--- config.mk ---
export PLATFORM = sky130hd
export DESIGN_NAME = fetchBranchUnit
export DESIGN_NICKNAME = d
export VERILOG_FILES = /design/src/rtl/fetch_pkg.sv /design/src/rtl/fetchCtrl.sv /design/src/rtl/fetchPath.sv /design/src/rtl/fetchBranchUnit.sv
export SDC_FILE = /design/constraint.sdc
export NUM_CORES = 1
export LEC_CHECK = 0
export BUFFER_PORTS_ARGS = -buffer_cell sky130_fd_sc_hd__clkbuf_2
export CELL_PAD_IN_SITES_DETAIL_PLACEMENT = 1
export CELL_PAD_IN_SITES_GLOBAL_PLACEMENT = 2
export CORE_ASPECT_RATIO = 0.6
export CORE_MARGIN = 2
export CORE_UTILIZATION = 30
export CTS_CLUSTER_DIAMETER = 80
export DETAILED_ROUTE_END_ITERATION = 12
export GPL_TIMING_DRIVEN = 0
export HOLD_SLACK_MARGIN = 0.08
export PLACE_DENSITY = 0.95
export SYNTH_ARGS = -nofsm -noshare
export SYNTH_HDL_FRONTEND = slang
export SYNTH_SLANG_ARGS = --single-unit
--- constraint.sdc ---
create_clock -name clk -period 7.2 [get_ports clk]
set_input_delay 1.44 -clock clk [delete_from_list [all_inputs] [get_ports clk]]
set_output_delay 1.44 -clock clk [all_outputs]
set_load 0.005 [all_outputs]
--- src/rtl/fetch_pkg.sv ---
package fetch_pkg;
  localparam int OPC_W = 6;
  localparam int IMM_W = 16;
  localparam int OPC_LSB = 26;
  localparam logic [OPC_W-1:0] OPC_BEQ = 6'b000100;

  typedef struct packed {
    logic hold;      // freeze PC and decode register
    logic redirect;  // load branch target into PC
    logic squash;    // replace decode register with no-op
  } fetchStrobe_t;
endpackage

--- src/rtl/fetchCtrl.sv ---
module fetchCtrl
  import fetch_pkg::*;
#(
  parameter int DELAY_SLOT = 0
) (
  input  logic [OPC_W-1:0] decOpcode,
  input  logic             operandsEqual,
  input  logic             stall,
  output fetchStrobe_t     strobe,
  output logic             branchTaken,
  output logic             flushIfId
);
  logic isBranch;
  logic resolved;
  logic squashSel;

  assign isBranch = (decOpcode == OPC_BEQ);
  assign resolved = isBranch & operandsEqual & ~stall;

  generate
    if (DELAY_SLOT != 0) begin : g_slot
      assign squashSel = 1'b0;
    end else begin : g_squash
      assign squashSel = resolved;
    end
  endgenerate

  always_comb begin
    strobe          = '0;
    strobe.hold     = stall;
    strobe.redirect = resolved;
    strobe.squash   = squashSel;
  end

  assign branchTaken = resolved;
  assign flushIfId   = squashSel;
endmodule

--- src/rtl/fetchPath.sv ---
module fetchPath
  import fetch_pkg::*;
#(
  parameter int XLEN = 32,
  parameter int ILEN = 32,
  parameter logic [XLEN-1:0] RESET_PC = '0
) (
  input  logic             clk,
  input  logic             rstN,
  input  fetchStrobe_t     strobe,
  input  logic [ILEN-1:0]  fetchInstr,
  input  logic [XLEN-1:0]  rsVal,
  input  logic [XLEN-1:0]  rtVal,
  output logic [XLEN-1:0]  fetchPc,
  output logic [XLEN-1:0]  nextPc,
  output logic [ILEN-1:0]  decInstr,
  output logic [XLEN-1:0]  decPcPlus4,
  output logic [OPC_W-1:0] decOpcode,
  output logic             operandsEqual
);
  localparam int SIGN_W = XLEN - IMM_W;
  localparam int WORD_SHIFT = 2;
  localparam logic [XLEN-1:0] STEP = XLEN'(4);

  logic [XLEN-1:0] pcQ;
  logic [ILEN-1:0] irQ;
  logic [XLEN-1:0] pc4Q;
  logic [XLEN-1:0] seqPc;
  logic [XLEN-1:0] immExt;
  logic [XLEN-1:0] branchTarget;

  assign seqPc        = pcQ + STEP;
  assign immExt       = {{SIGN_W{irQ[IMM_W-1]}}, irQ[IMM_W-1:0]};
  assign branchTarget = pc4Q + (immExt << WORD_SHIFT);
  assign operandsEqual = (rsVal == rtVal);
  assign decOpcode    = irQ[OPC_LSB +: OPC_W];

  always_comb begin
    if (strobe.hold)          nextPc = pcQ;
    else if (strobe.redirect) nextPc = branchTarget;
    else                      nextPc = seqPc;
  end

  always_ff @(posedge clk) begin
    if (!rstN) begin
      pcQ  <= RESET_PC;
      irQ  <= '0;
      pc4Q <= '0;
    end else if (!strobe.hold) begin
      pcQ <= nextPc;
      if (strobe.squash) begin
        irQ  <= '0;
        pc4Q <= '0;
      end else begin
        irQ  <= fetchInstr;
        pc4Q <= seqPc;
      end
    end
  end

  assign fetchPc    = pcQ;
  assign decInstr   = irQ;
  assign decPcPlus4 = pc4Q;
endmodule

--- src/rtl/fetchBranchUnit.sv ---
module fetchBranchUnit
  import fetch_pkg::*;
#(
  parameter int XLEN = 32,
  parameter int ILEN = 32,
  parameter logic [XLEN-1:0] RESET_PC = '0,
  parameter int DELAY_SLOT = 0
) (
  input  logic            clk,
  input  logic            rstN,
  input  logic            stall,
  input  logic [ILEN-1:0] fetchInstr,
  input  logic [XLEN-1:0] rsVal,
  input  logic [XLEN-1:0] rtVal,
  output logic [XLEN-1:0] fetchPc,
  output logic [XLEN-1:0] nextPc,
  output logic [ILEN-1:0] decInstr,
  output logic [XLEN-1:0] decPcPlus4,
  output logic            branchTaken,
  output logic            flushIfId
);
  fetchStrobe_t     strobe;
  logic [OPC_W-1:0] decOpcode;
  logic             operandsEqual;

  fetchCtrl #(.DELAY_SLOT(DELAY_SLOT)) u_ctrl (
    .decOpcode    (decOpcode),
    .operandsEqual(operandsEqual),
    .stall        (stall),
    .strobe       (strobe),
    .branchTaken  (branchTaken),
    .flushIfId    (flushIfId)
  );

  fetchPath #(.XLEN(XLEN), .ILEN(ILEN), .RESET_PC(RESET_PC)) u_path (
    .clk          (clk),
    .rstN         (rstN),
    .strobe       (strobe),
    .fetchInstr   (fetchInstr),
    .rsVal        (rsVal),
    .rtVal        (rtVal),
    .fetchPc      (fetchPc),
    .nextPc       (nextPc),
    .decInstr     (decInstr),
    .decPcPlus4   (decPcPlus4),
    .decOpcode    (decOpcode),
    .operandsEqual(operandsEqual)
  );
endmodule

==> results.ini, run 1 <==
[drt]
vias=7617
dr.pass1.iters=4
avgRoutedWirePerCell_um=21.7
wl_um=30300
drt_iter0_drc=612
antenna_left=0
via_per_inst=5.47
drc_errors=0

[timing]
worst_slew_pin_slew_ps=1250
rsz0062_at_grt=false
setup_viol=0
skew_ps=16.2
hold_slack_ps=497
fin_crit_sh=0.764
fin_crit_ps=5500
slew_headroom=0.163
hold_viol_final=0
setup_tns_ps=0
finalMaxSlewViolations=0
fmaxAchievable_mhz=182

[synth]
synth_area_leader_cell=dfxtp_1
ys_ff_latch=96
synth_ff_type=dfxtp_1
synth_top_area_share=0.289
async_reset_ff_frac=0
yosysSeqAreaShare=0.289
ys_types=69
synth_edf_count=0
yosys_warnings=0
synth_area_um2=6640
synth_cells=864
synth_nets=994
syn_avg_cell_area_um2=7.69
synthTopCellsByArea=dfxtp_1 29%, xnor2_1 9.4%, ha_1 5.6%

[critical_path]
start_kind=input pin
reg2reg_depth=9
r2r-start=u_path.decInstr[15]
worst-setup-path-type=in2out
slowest_stage=a31oi_1
cpLargestDelayFamily=compound AO/OA/AOI/OAI gates
cp_cell_sequence=clkbuf_2, xnor2_1, nand4_1, nor3_2, a31oi_1, clkbuf_1, nand2_1, o21a_1, nand2_1, clkbuf_2
cp.required_ps=5760
r2r-end=u_path.fetchPc[30]
crit_arrival_ps=4060
critPathMaxStageDelay_ps=990
end_kind=primary output
crit_fanout=10
worst-path-buf-inv=3
r2r_setup_slack_ps=3740

[floorplan]
dieArea_um2=23400
row_count=42
pin_count=229
core_area_um2=21900
die_w_um=196
initial_core_util=0.303
die_h_um=119

[global_route]
grt_pass1_wl_um=46300
grt_usage=0.263
grt_max_degree=19
first_global_vias=7562
gr-total-overflow=0
antenna_found_initial=1

[cts]
cts_buffers=9
cts_tree=yes
cts_buffer_depth=2
clk_pin_slew_worst_paths_ps=80
cts_hold_buf=0
postCtsResizedCells=0
cts.sinks=96
htree_levels=3
root_buffer=clkbuf_16
insertion_delay_ps=370
post_cts_buffers=0

[outcome]
outcome=finished clean

[pwr]
ir_drop_uv=114
power_density_nw_per_um2=145
power.leakage_nw=3.82
p_total_mw=1.23

[final_layout]
layout_commonest_cell=clkbuf_2
nNetsFinal=1232
drive_above_1_share=0.256
layout_common_cells=228 x clkbuf_2, 96 x dfxtp_1, 95 x nor2_1
area_delta_synth_final_pct=26.9
diodes=0

[placement]
numPortBuffers=227
place_congestion=0.988
dp.final_hpwl_um=24400

[min_path]
hold_end=u_path.decPcPlus4[26]
hold_depth=2
holdCritStartpoint=u_path.decPcPlus4[26]
hold_class=reg2reg

[run]
cap_violations=0

[per-stage QoR]
stage          cell area, µm²  setup WS, ps   util  cells
6_report                 8430          1700  0.385   1393
3_3_place_gp             8140          1630  0.371   1377
3_5_place_dp             8140          1660  0.371   1377
2_1_floorplan            6640          2710      -    864
4_1_cts                  8430          1660  0.385   1393
5_1_grt                  8430          1480  0.385   1393
[synthesized netlist by cell type, drive strengths merged, types with 7 or more instances]
| cell | instances |
|---|---|
| o21ai | 42 |
| nor3 | 38 |
| a21o | 14 |
| dfxtp | 96 |
| nand2 | 81 |
| and2 | 47 |
| nand4 | 21 |
| nor2 | 95 |
| and4 | 7 |
| and3 | 14 |
| xor2 | 14 |
| nand3 | 20 |
| o211ai | 8 |
| a21oi | 77 |
| ha | 30 |
| clkbuf | 32 |
| xnor2 | 71 |
| a22oi | 7 |
| inv | 15 |
| buf | 21 |
| a31oi | 40 |
[cell type report]
cell class,count,area (µm²)
plain buffers,53,245
clock buffers,10,239
multi-input cells,700,4420
inverters,15,56.3
fillers,2757,13500
repair buffers,227,1140
well taps,286,358
flip-flops and latches,96,1920
clock inverters,6,56.3
[layer usage]
metal	vias to the layer above	track usage	wire, µm
li1	3577	-	-
met1	3646	0.372	14300
met2	361	0.392	12500
met3	31	0.0784	3070
met4	2	0.0559	428
met5	-	0	7
[cell families after synthesis]
family / share of synthesized area
DFF: 0.289
adders and majority gates: 0.0595
AOI/OAI and AO/OA: 0.229
and+or+nand+nor: 0.263
buffers and inverters: 0.0454
muxes: 0.00151
xor gates and xnor gates: 0.112
[power by group]
part | internal [mW] | total [mW] | switching [mW]
combinational | 0.0686 | 0.168 | 0.0996
clock | 0.253 | 0.503 | 0.250
sequential | 0.541 | 0.555 | 0.0142
total | 0.863 | 1.23 | 0.364
[worst register-to-register path, stage by stage (launching register included)]
cell and delay, ps:
dfxtp_1 870, ha_1 400, nand3_1 250, nor3_1 530, nand3_1 170, nor4_1 230, nor2_1 170, a21oi_1 310
mux2i_1 290, a21oi_1 90
[state kept, by name, summed over array words and instances, names as in the netlist]
| register | cells |
|---|---|
| u_path.decInstr | 32 |
| u_path.decPcPlus4 | 32 |
| u_path.fetchPc | 32 |
[worst max path at each step]
stage / from / to / depth (start not counted)
after floorplan: stall / nextPc[16] / 11
after global placement: rtVal[21] / nextPc[26] / 9
after detailed placement: rtVal[21] / nextPc[26] / 9
after CTS: rtVal[21] / nextPc[26] / 9
after global routing: rsVal[24] / nextPc[14] / 10
final: rsVal[22] / nextPc[14] / 10
Note: power is estimated with default switching activity, not from simulation.
==> run 2, diff against run 1 <==
--- a/config.mk
+++ b/config.mk
@@ -10,12 +10,12 @@
 export CELL_PAD_IN_SITES_GLOBAL_PLACEMENT = 2
 export CORE_ASPECT_RATIO = 0.6
 export CORE_MARGIN = 2
-export CORE_UTILIZATION = 30
+export CORE_UTILIZATION = 28
 export CTS_CLUSTER_DIAMETER = 80
 export DETAILED_ROUTE_END_ITERATION = 12
 export GPL_TIMING_DRIVEN = 0
 export HOLD_SLACK_MARGIN = 0.08
-export PLACE_DENSITY = 0.95
+export PLACE_DENSITY = 0.91
 export SYNTH_ARGS = -nofsm -noshare
 export SYNTH_HDL_FRONTEND = slang
 export SYNTH_SLANG_ARGS = --single-unit
==> constraint.sdc (replaced) <==
create_clock -name clk -period 5.2 [get_ports clk]
set_input_delay 1.04 -clock clk [delete_from_list [all_inputs] [get_ports clk]]
set_output_delay 1.04 -clock clk [all_outputs]
set_load 0.005 [all_outputs]
==> run 2 against run 1 <==
Effect of this change:
- sequential cell count unchanged
- first-iteration DRC count down 26%
- clock power rose by 34%
- final area grew 0.24%
==> results.ini, run 2 (synthesized netlist as in run 1, its figures left out) <==
[outcome]
outcome=finished clean

[final_layout]
diodes=0
drive_above_1_share=0.255
area_delta_synth_final_pct=27.2
layout_commonest_cell=clkbuf_2
nNetsFinal=1232
layout_common_cells=228 x clkbuf_2, 96 x dfxtp_1, 95 x nor2_1

[critical_path]
r2r-start=u_path.decInstr[15]
start_kind=flop
critPathMaxStageDelay_ps=930
end_kind=primary output
slowest_stage=dfxtp_1
crit_fanout=17
cp.required_ps=4160
crit_start=u_path.decInstr[15]
cp_cell_sequence=ha_1, a21oi_1, o21ai_0, o31ai_1, a21o_1, nor3_1, nor2_1, xor2_1, o21ai_0, clkbuf_2
cp_common_cell=o21ai_0
reg2reg_depth=9
crit_arrival_ps=3910
cp.depth=10
worst-path-buf-inv=1
cpLargestDelayFamily=compound AO/OA/AOI/OAI gates
worst-setup-path-type=reg2out

[timing]
worst_slew_pin_slew_ps=1270
fin_crit_ps=4950
slew_headroom=0.147
finalMaxSlewViolations=0
skew_ps=11.2
rsz0062_at_grt=false
hold_slack_ps=496
hold_viol_final=0
fmaxAchievable_mhz=202
setup_viol=0
fin_crit_sh=0.951
setup_tns_ps=0

[floorplan]
die_h_um=123
core_area_um2=23200
row_count=43
initial_core_util=0.287
dieArea_um2=25000
pin_count=229
die_w_um=203

[global_route]
first_global_vias=7380
grt_pass1_wl_um=45200
antenna_found_initial=0
gr-total-overflow=0
grt_usage=0.242
grt_max_degree=18

[cts]
cts_hold_buf=0
post_cts_buffers=0
cts.sinks=96
cts_buffers=9
clk_pin_slew_worst_paths_ps=80
root_buffer=clkbuf_16
cts_buffer_depth=2
htree_levels=3
insertion_delay_ps=380
postCtsResizedCells=0
cts_tree=yes

[pwr]
ir_drop_uv=164
p_total_mw=1.67
power_density_nw_per_um2=198
power.leakage_nw=3.81

[drt]
dr.pass1.iters=4
drc_errors=0
drt_iter0_drc=454
wl_um=30100
antenna_left=0
via_per_inst=5.33
avgRoutedWirePerCell_um=21.2
vias=7576

[placement]
place_congestion=0.920
numPortBuffers=227
dp.final_hpwl_um=24400

[min_path]
hold_depth=2
hold_class=reg2reg
holdCritStartpoint=u_path.decPcPlus4[29]

[run]
cap_violations=0

==> run 2: cell types whose count changed in the layout (fill, tap and decap cells not counted), sizes merged <==
| cell | previous run | this run |
|---|---|---|
| clkinvlp | 1 | 2 |
| inv | 20 | 19 |
==> run 2: worst min-delay path, delay by kind of cell, from the launching register on <==
kind,cells,cell delay [ps]
and+or+nand+nor,1,70
DFF,1,330
AOI/OAI and AO/OA,1,50
==> run 2: final cells by class <==
class,instances,area [µm²]
Buffer,53,245
Clock buffer,10,229
Clock inverter,6,50.0
Fill cell,2935,14700
Inverter,15,56.3
Multi-Input combinational cell,700,4420
Sequential cell,96,1920
Tap cell,315,394
Timing Repair Buffer,227,1140
==> run 2: worst paths after layout <==
| check | end | slack (ps) |
|---|---|---|
| max | nextPc[24] | 250 |
| min | u_path.decPcPlus4[29] | 500 |
| max reg2reg | u_path.fetchPc[25] | 1780 |
| min reg2reg | u_path.decPcPlus4[29] | 500 |
==> run 2: report_power, final <==
part | internal [mW] | switching (mW) | total (mW)
Combinational | 0.0949 | 0.137 | 0.231
Sequential | 0.750 | 0.0187 | 0.768
Clock | 0.332 | 0.341 | 0.674
Total | 1.18 | 0.497 | 1.67
==> run 2: routing by layer <==
layer	global-route usage	routed length [µm]	vias to the layer above	share of wire
met5	0	0	-	0
met4	0.0611	415	0	0.014
met3	0.0567	2270	19	0.075
met2	0.364	12500	259	0.42
met1	0.346	14900	3722	0.50
li1	-	-	3576	-
==> run 2: per-stage QoR <==
| stage | instances | setup WS [ps] | area (µm²) | util |
|---|---|---|---|---|
| 5_1_grt | 1422 | 154 | 8450 | 0.365 |
| 3_5_place_dp | 1406 | 531 | 8170 | 0.353 |
| 3_3_place_gp | 1406 | 579 | 8170 | 0.353 |
| 4_1_cts | 1422 | 331 | 8450 | 0.365 |
| 2_1_floorplan | 864 | 1510 | 6640 | - |
| 6_report | 1422 | 253 | 8450 | 0.365 |
